--- src/rtl/dma_req_pkg.sv ---
// Shared encodings for the DMA peripheral request engine.
// Assumes 2-bit type codes on both sideband channels.
package dma_req_pkg;

    typedef enum logic [1:0] {
        RQ_SINGLE    = 2'b00,
        RQ_BURST     = 2'b01,
        RQ_FLUSH_ACK = 2'b10,
        RQ_RSVD      = 2'b11
    } req_kind_e;

    typedef enum logic [1:0] {
        AK_SINGLE_DONE = 2'b00,
        AK_BURST_DONE  = 2'b01,
        AK_FLUSH_REQ   = 2'b10,
        AK_RSVD        = 2'b11
    } ack_kind_e;

    typedef enum logic [1:0] {
        ST_IDLE  = 2'b00,
        ST_REQ   = 2'b01,
        ST_WAIT  = 2'b10,
        ST_FLUSH = 2'b11
    } eng_state_e;

endpackage

--- src/rtl/dma_req_pick.sv ---
// Request selector: picks burst or single, the beats consumed and the final
// marker from buffer occupancy, burst threshold and remaining beats.
// Assumes a burst threshold of zero disables bursts. Purely combinational.
module dma_req_pick #(
    parameter int OCC_W = 4,
    parameter int CNT_W = 8
) (
    input  logic [OCC_W-1:0] occupancy,
    input  logic [OCC_W-1:0] burst_level,
    input  logic [CNT_W-1:0] remaining,
    output logic             pick_go,
    output logic             pick_burst,
    output logic [CNT_W-1:0] pick_beats,
    output logic             pick_last
);
    localparam int CW = (CNT_W > OCC_W) ? CNT_W : OCC_W;

    logic [CW-1:0] occ_x;
    logic [CW-1:0] lvl_x;
    logic [CW-1:0] rem_x;
    logic [CW-1:0] beats_x;
    logic          burst_ok;
    logic          single_ok;

    // Widen all operands to one common width before comparing.
    always_comb begin
        occ_x = CW'(occupancy);
        lvl_x = CW'(burst_level);
        rem_x = CW'(remaining);
    end

    // Choose burst when threshold met in both buffer and transfer, else single.
    always_comb begin
        burst_ok   = (lvl_x != '0) && (occ_x >= lvl_x) && (rem_x >= lvl_x);
        single_ok  = (occ_x != '0) && (rem_x != '0);
        pick_go    = burst_ok || single_ok;
        pick_burst = burst_ok;
        beats_x    = burst_ok ? lvl_x : CW'(1);
        pick_beats = CNT_W'(beats_x);
        pick_last  = (rem_x == beats_x);
    end

endmodule

--- src/rtl/dma_beat_counter.sv ---
// Remaining-beat down-counter for the current transfer.
// Assumes the caller never decrements by more than what remains.
// Priority: clear, then load, then decrement.
module dma_beat_counter #(
    parameter int CNT_W = 8
) (
    input  logic             clk,
    input  logic             rst_n,
    input  logic             clear,
    input  logic             load,
    input  logic [CNT_W-1:0] load_val,
    input  logic             dec,
    input  logic [CNT_W-1:0] dec_val,
    output logic [CNT_W-1:0] remaining
);
    // Update the remaining count on flush, load or issued request.
    always_ff @(posedge clk) begin
        if (!rst_n) begin
            remaining <= '0;
        end else if (clear) begin
            remaining <= '0;
        end else if (load) begin
            remaining <= load_val;
        end else if (dec) begin
            remaining <= remaining - dec_val;
        end
    end

endmodule

--- src/rtl/dma_ack_decode.sv ---
// Acknowledge-channel decoder: turns accepted acknowledges into one-cycle
// events and keeps a sticky flag for the reserved code.
// Assumes ack_ready comes from registered state only.
module dma_ack_decode (
    input  logic       clk,
    input  logic       rst_n,
    input  logic       ack_valid,
    input  logic       ack_ready,
    input  logic [1:0] ack_kind,
    output logic       ev_single,
    output logic       ev_burst,
    output logic       ev_flush,
    output logic       proto_err
);
    import dma_req_pkg::*;

    logic      taken;
    ack_kind_e kind;
    logic      ev_rsvd;

    // Decode the accepted acknowledge into per-kind events.
    always_comb begin
        taken     = ack_valid && ack_ready;
        kind      = ack_kind_e'(ack_kind);
        ev_single = taken && (kind == AK_SINGLE_DONE);
        ev_burst  = taken && (kind == AK_BURST_DONE);
        ev_flush  = taken && (kind == AK_FLUSH_REQ);
        ev_rsvd   = taken && (kind == AK_RSVD);
    end

    // Hold the protocol error until reset.
    always_ff @(posedge clk) begin
        if (!rst_n) begin
            proto_err <= 1'b0;
        end else if (ev_rsvd) begin
            proto_err <= 1'b1;
        end
    end

endmodule

--- src/rtl/dma_req_agent.sv ---
// Peripheral-side DMA request engine. Raises single or burst requests
// from buffer occupancy and remaining beats, keeps one request in flight,
// and answers controller flushes with one flush-answer request.
// Assumes occupancy and burst_level are steady while a request waits.
module dma_req_agent #(
    parameter int OCC_W = 4,
    parameter int CNT_W = 8
) (
    input  logic             clk,
    input  logic             rst_n,
    input  logic [OCC_W-1:0] occupancy,
    input  logic [OCC_W-1:0] burst_level,
    input  logic             xfer_load,
    input  logic [CNT_W-1:0] xfer_len,
    output logic             req_valid,
    input  logic             req_ready,
    output logic [1:0]       req_kind,
    output logic             req_final,
    input  logic             ack_valid,
    output logic             ack_ready,
    input  logic [1:0]       ack_kind,
    output logic             proto_err
);
    import dma_req_pkg::*;

    eng_state_e       state_q;
    eng_state_e       state_d;
    req_kind_e        kind_q;
    logic             last_q;
    logic [CNT_W-1:0] beats_q;
    logic             flush_pend_q;

    logic [CNT_W-1:0] remaining;
    logic             pick_go;
    logic             pick_burst;
    logic [CNT_W-1:0] pick_beats;
    logic             pick_last;
    logic             ev_single;
    logic             ev_burst;
    logic             ev_flush;
    logic             hs;
    logic             done_match;
    logic             cnt_load;
    logic             cnt_dec;

    dma_req_pick #(
        .OCC_W(OCC_W),
        .CNT_W(CNT_W)
    ) i_pick (
        .occupancy  (occupancy),
        .burst_level(burst_level),
        .remaining  (remaining),
        .pick_go    (pick_go),
        .pick_burst (pick_burst),
        .pick_beats (pick_beats),
        .pick_last  (pick_last)
    );

    dma_ack_decode i_ack (
        .clk      (clk),
        .rst_n    (rst_n),
        .ack_valid(ack_valid),
        .ack_ready(ack_ready),
        .ack_kind (ack_kind),
        .ev_single(ev_single),
        .ev_burst (ev_burst),
        .ev_flush (ev_flush),
        .proto_err(proto_err)
    );

    dma_beat_counter #(
        .CNT_W(CNT_W)
    ) i_cnt (
        .clk      (clk),
        .rst_n    (rst_n),
        .clear    (ev_flush),
        .load     (cnt_load),
        .load_val (xfer_len),
        .dec      (cnt_dec),
        .dec_val  (beats_q),
        .remaining(remaining)
    );

    // Drive the request and acknowledge channel outputs from state.
    always_comb begin
        req_valid = (state_q == ST_REQ) || (state_q == ST_FLUSH);
        req_kind  = (state_q == ST_FLUSH) ? RQ_FLUSH_ACK : kind_q;
        req_final = (state_q == ST_REQ) && last_q;
        ack_ready = (state_q != ST_FLUSH) && !flush_pend_q;
    end

    // Derive handshake, matching completion and counter controls.
    always_comb begin
        hs         = req_valid && req_ready;
        done_match = (ev_single && (kind_q == RQ_SINGLE)) ||
                     (ev_burst  && (kind_q == RQ_BURST));
        cnt_load   = xfer_load && (state_q == ST_IDLE) && (remaining == '0);
        cnt_dec    = (state_q == ST_REQ) && hs && !flush_pend_q && !ev_flush;
    end

    // Next-state selection for the request engine.
    always_comb begin
        state_d = state_q;
        case (state_q)
            ST_IDLE: begin
                if (ev_flush) begin
                    state_d = ST_FLUSH;
                end else if (pick_go) begin
                    state_d = ST_REQ;
                end
            end
            ST_REQ: begin
                if (hs) begin
                    state_d = (flush_pend_q || ev_flush) ? ST_FLUSH : ST_WAIT;
                end
            end
            ST_WAIT: begin
                if (ev_flush) begin
                    state_d = ST_FLUSH;
                end else if (done_match) begin
                    state_d = ST_IDLE;
                end
            end
            ST_FLUSH: begin
                if (hs) begin
                    state_d = ST_IDLE;
                end
            end
            default: state_d = ST_IDLE;
        endcase
    end

    // State register.
    always_ff @(posedge clk) begin
        if (!rst_n) begin
            state_q <= ST_IDLE;
        end else begin
            state_q <= state_d;
        end
    end

    // Capture the chosen request when leaving idle for a data request.
    always_ff @(posedge clk) begin
        if (!rst_n) begin
            kind_q  <= RQ_SINGLE;
            last_q  <= 1'b0;
            beats_q <= '0;
        end else if ((state_q == ST_IDLE) && (state_d == ST_REQ)) begin
            kind_q  <= pick_burst ? RQ_BURST : RQ_SINGLE;
            last_q  <= pick_last;
            beats_q <= pick_beats;
        end
    end

    // Remember a flush that arrived while a data request was waiting.
    always_ff @(posedge clk) begin
        if (!rst_n) begin
            flush_pend_q <= 1'b0;
        end else if (state_q != ST_REQ) begin
            flush_pend_q <= 1'b0;
        end else if (hs) begin
            flush_pend_q <= 1'b0;
        end else if (ev_flush) begin
            flush_pend_q <= 1'b1;
        end
    end

endmodule

--- config.mk ---
export PLATFORM = sky130hd
export DESIGN_NAME = dma_req_agent
export DESIGN_NICKNAME = d
export VERILOG_FILES = /design/src/rtl/dma_req_pkg.sv /design/src/rtl/dma_req_pick.sv /design/src/rtl/dma_beat_counter.sv /design/src/rtl/dma_ack_decode.sv /design/src/rtl/dma_req_agent.sv
export SDC_FILE = /design/constraint.sdc
export NUM_CORES = 1
export LEC_CHECK = 0
export ABC_AREA = 1
export CORE_MARGIN = 4
export CORE_UTILIZATION = 42
export DETAILED_ROUTE_END_ITERATION = 10
export GPL_TIMING_DRIVEN = 0
export PLACE_DENSITY = 0.67
export SKIP_CTS_REPAIR_TIMING = 1
export SLEW_MARGIN = 15
export SYNTH_ARGS = -nofsm -noshare
export SYNTH_HDL_FRONTEND = slang
export SYNTH_HIERARCHICAL = 1
export SYNTH_SLANG_ARGS = --single-unit
--- constraint.sdc ---
create_clock -name clk -period 1.95 [get_ports clk]
set_input_delay 0.585 -clock clk [delete_from_list [all_inputs] [get_ports clk]]
set_output_delay 0.585 -clock clk [all_outputs]
set_load 0.005 [all_outputs]
==> results of run 1 <==
## critical path: stages
cell	delay, ns
dlymetal6s2s_1	0.16
ha_4	0.29
nand2_1	0.05
inv_1	0.06
nand2_2	0.06
nand3_4	0.12
nand2_4	0.09
nor2_4	0.18
nand2_2	0.07
nand2_1	0.07
nand2_1	0.06
nand2_1	0.06
nor2_1	0.04
o21ai_2	0.14
a21oi_2	0.04
## power breakdown
part / leakage, nW / internal (mW) / switching, mW
registers: 0.182 / 0.622 / 0.169
clock network: 0.0357 / 0.274 / 0.155
logic: 1.04 / 1.29 / 1.69
total: 1.26 / 2.18 / 2.01
## synthesized netlist by cell type (2+ instances only)
master,number,area (sq um)
nand2_1,60,225
a21oi_1,16,80.1
o21ai_2,2,17.5
nand2_2,6,37.5
o21ai_0,4,20.0
inv_1,53,199
a31oi_1,2,12.5
nand3_2,2,20.0
a22oi_1,4,30.0
nor3_1,4,20.0
buf_4,5,37.5
buf_6,2,22.5
o21ai_1,9,45.0
ha_1,15,188
inv_2,4,15.0
nor4_1,2,12.5
dfxtp_1,22,440
nand4_1,7,43.8
nor2_2,2,12.5
nor2_1,22,82.6
nand3_1,15,75.1
nand3b_1,3,22.5
nor2_4,2,22.5
a21oi_2,2,17.5
a21o_1,2,15.0
## logic make-up (layout without fill, tap and decap cells)
logic type               after synthesis  after routing  share of synthesized area (%)
AO/OA/AOI/OAI                         43             43                           14.2
AND/OR/NAND/NOR                      129            129                           33.7
other                                  1              4                          0.205
flip-flops                            22             22                           24.1
adder cells (fa/ha/maj)               16             16                           11.4
buffers and inverters                 66            104                           15.5
XOR/XNOR                               2              2                          0.958
## final cells by class
cell class	instances	share of cell area, %
clock inverters	1	1.21
repair buffers	34	13.7
well taps	50	2.53
multi-input cells	194	51.0
plain buffers	9	2.78
clock buffers	3	1.67
flip-flops and latches	22	18.1
inverters	57	9.04
## routing by layer
layer / part of all wire (%) / track usage, % / vias up
li1: - / - / 964
met2: 46 / 24.1 / 39
met1: 47 / 22.8 / 810
met4: 1.1 / 4.23 / 0
met3: 5.3 / 3.11 / 4
met5: 0 / 0 / -
## stage by stage
step           total power [mW]  setup slack, ns  util [%]
6_report                   4.19           0.0366      60.2
2_1_floorplan              2.83           0.0304         -
4_1_cts                    3.81           -0.468      54.8
5_1_grt                    4.62          -0.0487      60.2
3_5_place_dp               3.36           -0.750      53.1
3_3_place_gp               3.34           -0.725      53.1
## worst max-delay path by stage
stage                              start                       to  slack [ns]  cells after the start
after floorplan           burst_level[3]  beats_q[0]$_SDFFE_PN0P_        0.03                     12
after global placement    burst_level[2]  beats_q[5]$_SDFFE_PN0P_       -0.72                     13
after detailed placement  burst_level[2]  beats_q[0]$_SDFFE_PN0P_       -0.75                     13
after CTS                 burst_level[2]  beats_q[0]$_SDFFE_PN0P_       -0.47                     11
after global routing        occupancy[3]      last_q$_SDFFE_PN0P_       -0.05                     14
final                       occupancy[3]      last_q$_SDFFE_PN0P_        0.04                     15
## registers in the layout (all words and copies together) (netlist names)
signal and cells:
i_ack/proto_err 1, beats_q 8, kind_q 1, last_q 1
state_q 2, i_cnt/remaining 8, flush_pend_q 1
==> reports/metrics.yaml, run 1 <==
outcome:
  status: "finished, final reports clean"
floorplanning:
  io_pins: 29
  dieArea_sq_um: 5480
  rows: 23
  die-width_um: 74.0
  core_sq_um: 4120
  die_h_um: 74.0
  start_util_pct: 44.5
grt:
  grtUsageTotal_pct: 15.8
  grt_pass1_vias: 1579
  grt_max_degree: 14
  antenna_found_initial: 0
  grt-ovfl-total: 0
  grt_pass1_wl_mm: 6.89
layout:
  final_common_cell: "nand2_1"
  stdcell_area_sq_um: 2480
  drive_gt1_share_pct: 22.5
  layout_common_cells: "56 x nand2_1, 48 x inv_1, 19 x nor2_1, 18 x dfxtp_1"
  regArea_sq_um: 448
  fin_nets: 360
  area_delta_synth_final_pct: 35.4
  nFillCells: 378
  n_antenna_cell: 0
  multi_input_area_sq_um: 1260
  post_layout_nonfiller_instances: 370
synthesis:
  syn_area_per_cell_sq_um: 6.56
  synth_edf_count: 0
  postSynthCellCount: 279
  synth_area_sq_um: 1830
  ys_types: 37
  ys.warnings.count: 6
  synthFlopType: "dfxtp_1"
  ys_ff_latch: 22
  yosysSeqAreaShare_pct: 24.1
  synthArstFlopShare_pct: 0
sta:
  fin_crit_sh_pct: 98.1
  finalSetupTns_ns: 0
  setup_viol: 0
  layout_min_cycle_time_ns: 1.91
  grt_setup_unrepaired: "true"
  fmax_mhz: 523
  drv_slew: 0
  timing.hold.ws_ns: 0.446
  hold_viol_final: 0
  worst_clock_skew_ns: 0.00322
placement:
  place_area_sq_um: 2180
  hpwl_mm: 3.24
  port_buffers: 28
  gp_congestion: 0.821
  place_inst: 360
setup_path:
  rrSetupSlack_ns: 0.12
  crit_arrival_ns: 2.08
  start_kind: "input port"
  crit_fanout: 5
  critical_path.reg2reg.endpoint: "last_q$_SDFFE_PN0P_"
  endpoint_kind: "flop"
  worstPathRequired_ns: 2.11
  crit_type: "input port to flop"
  reg2reg_from: "i_cnt/remaining[0]$_SDFFE_PP0P_"
  reg2reg_depth: 17
drt:
  wl_per_cell_um: 11.8
  drtPass1Iterations: 4
  vias_per_cell: 4.91
  vias: 1817
  ant_nets: 0
  drcViolationCount: 0
  dr.first_iter.drc_count: 91
  wl_mm: 4.38
power_and_ir_drop:
  p_leak_nw: 1.26
  power_density_nw_per_um2: 1690
  peakVddDrop_mv: 0.745
clock_tree:
  cts_tree: "yes"
  cts-buffers-inserted: 3
  clock_latency_ns: 0.26
  cts-root-buf: "clkbuf_8"
  cts.sinks: 22
  clockBufferDepth: 2
  ctsHtreeMaxLevel: 1
  clk_pin_slew_ns: 0.08
worst_hold_path:
  whs_path_depth: 2
  hp-start: "beats_q[5]$_SDFFE_PN0P_"
  hold_end: "beats_q[5]$_SDFFE_PN0P_"
  hold_path_class: "flop to flop"
run:
  maxCapViolations: 0
Note: power is estimated with default switching activity, not from simulation.
==> run 2, diff against run 1 <==
- SETUP_SLACK_MARGIN: unset -> 0.4
==> reports/metrics.yaml, run 2 (same netlist as run 1, synthesis figures left out) <==
floorplanning:
  die-width_um: 74.0  # unchanged
  core_sq_um: 4120  # unchanged
  start_util_pct: 44.5  # unchanged
  rows: 23  # unchanged
  dieArea_sq_um: 5480  # unchanged
  die_h_um: 74.0  # unchanged
  io_pins: 29  # unchanged
drt:
  drcViolationCount: 0  # unchanged
  wl_mm: 4.68  # +7.0%
  ant_nets: 0  # unchanged
  dr.first_iter.drc_count: 74  # -19%
  wl_per_cell_um: 12.3  # +4.2%
  drtPass1Iterations: 4  # unchanged
  vias_per_cell: 4.89  # -0.33%
  vias: 1860  # +2.4%
setup_path:
  crit_arrival_ns: 2.07  # about the same
  endpoint_kind: "flop"
  worstPathRequired_ns: 2.15  # +0.04 ns
  start_kind: "input port"
  cp_common_cell: "nand2_1"
  critPathMaxStageDelay_ns: 0.28  # about the same
  crit_buf_inv: 1  # -1
  slowest_stage: "ha_4"
  worstPathCellList: "dlymetal6s2s_1, ha_4, nand4_1, nand3_4, nand2_4, nor2_4, nand3_1, nand2_1, nand2_1, nor2_2, o21ai_2, a21oi_2"
  crit_family: "simple AND/OR/NAND/NOR gates"
  crit_type: "input port to flop"
  crit_fanout: 5  # unchanged
sta:
  setup_viol: 0  # unchanged
  slew_headroom_pct: 64.4
  fin_crit_sh_pct: 95.7  # -2.4 points
  drv_slew: 0  # unchanged
  hold_viol_final: 0  # unchanged
  grt_setup_unrepaired: "true"
  worst_clock_skew_ns: 0.00948  # +0.00626 ns
  fmax_mhz: 536  # +2.5%
  worst_pin_slew_ns: 0.530
  finalSetupTns_ns: 0  # unchanged
  layout_min_cycle_time_ns: 1.87  # -0.0469 ns
power_and_ir_drop:
  p_leak_nw: 1.35  # +7.6%
  power_density_nw_per_um2: 1690  # -0.31%
  peakVddDrop_mv: 0.917  # +23%
run:
  maxCapViolations: 0  # unchanged
clock_tree:
  cts-buffers-inserted: 3  # unchanged
  ctsHtreeMaxLevel: 1  # unchanged
  clk_pin_slew_ns: 0.09  # about the same
  cts.sinks: 22  # unchanged
  cts_tree: "yes"
  cts-root-buf: "clkbuf_8"
  clockBufferDepth: 2  # unchanged
  clock_latency_ns: 0.27  # about the same
placement:
  place_area_sq_um: 2260  # +3.6%
  gp_congestion: 0.829  # +0.86%
  port_buffers: 28  # unchanged
  hpwl_mm: 3.29  # +1.5%
  place_inst: 360  # unchanged
layout:
  drive_gt1_share_pct: 38.2  # +16 points
  area_delta_synth_final_pct: 49.9
  stdcell_area_sq_um: 2740  # +11%
  n_antenna_cell: 0  # unchanged
  fin_nets: 370  # +2.8%
  nFillCells: 367  # -2.9%
  multi_input_area_sq_um: 1420  # +12%
  regArea_sq_um: 458  # +2.2%
  post_layout_nonfiller_instances: 380  # +2.7%
  layout_common_cells: "48 x nand2_1, 43 x inv_1, 17 x buf_4, 16 x dfxtp_1, 15 x nor2_1"
  final_common_cell: "nand2_1"
  reg.largest.list: "beats_q x8, i_cnt/remaining x8, state_q x2"
outcome:
  status: "finished, final reports clean"
grt:
  grt_pass1_wl_mm: 6.94  # +0.70%
  grtUsageTotal_pct: 16.3  # +0.51 points
  grt_max_degree: 13  # -1
  grt_pass1_vias: 1542  # -2.3%
  grt-ovfl-total: 0  # unchanged
  antenna_found_initial: 0  # unchanged
worst_hold_path:
  hold_path_class: "flop to flop"
## run 2: cell count changes in the layout (fill, tap and decap cells not counted), sizes merged
cell | previous run | this run
dlymetal6s2s | 9 | 10
bufinv | 1 | 0
buf | 17 | 30
clkdlybuf4s50 | 15 | 9
clkbuf | 5 | 8
## run 2: layout make-up
class	count	area share [%]
Sequential cell	22	16.7
Tap cell	50	2.28
Inverter	57	9.17
Timing Repair Buffer	44	15.6
Clock buffer	4	2.01
Multi-Input combinational cell	194	51.8
Buffer	9	2.51
## run 2: final timing paths
kind	startpoint	endpoint	slack [ns]	cells past startpoint
setup / recovery	occupancy[2]	last_q$_SDFFE_PN0P_	0.08	12
hold / removal	beats_q[2]$_SDFFE_PN0P_	beats_q[2]$_SDFFE_PN0P_	0.45	2
setup reg to reg	i_cnt/remaining[0]$_SDFFE_PP0P_	last_q$_SDFFE_PN0P_	0.13	16
hold reg to reg	beats_q[2]$_SDFFE_PN0P_	beats_q[2]$_SDFFE_PN0P_	0.45	2
## run 2: power breakdown
part | switching [mW] | internal (mW)
Sequential | 0.187 | 0.635
Combinational | 1.93 | 1.54
Clock | 0.164 | 0.180
Total | 2.28 | 2.35
## run 2: worst min-delay path, delay by kind of cell (launching register included)
family,cells,cell delay (ns)
buffers and inverters,1,0.05
AO/OA/AOI/OAI,1,0.05
flip-flops,1,0.32
## run 2: stage by stage
stage | worst slack (ns) | power [mW] | utilization [%] | hold WS, ns
5_1_grt | 0.00847 | 5.07 | 66.6 | 0.477
6_report | 0.0835 | 4.63 | 66.6 | 0.448
3_3_place_gp | -0.740 | 3.40 | 54.9 | 0.431
3_5_place_dp | -0.757 | 3.44 | 54.9 | 0.436
2_1_floorplan | 0.0931 | 2.88 | - | 0.424
4_1_cts | -0.472 | 3.79 | 56.3 | 0.450
## run 2: layer usage
layer  GRT usage, %  part of all wire [%]  vias up
li1               -                     -      990
met3           4.32                   3.8        6
met1           22.0                    47      837
met2           25.3                    48       27
met4           5.43                   1.1        0
met5              0                     0        -
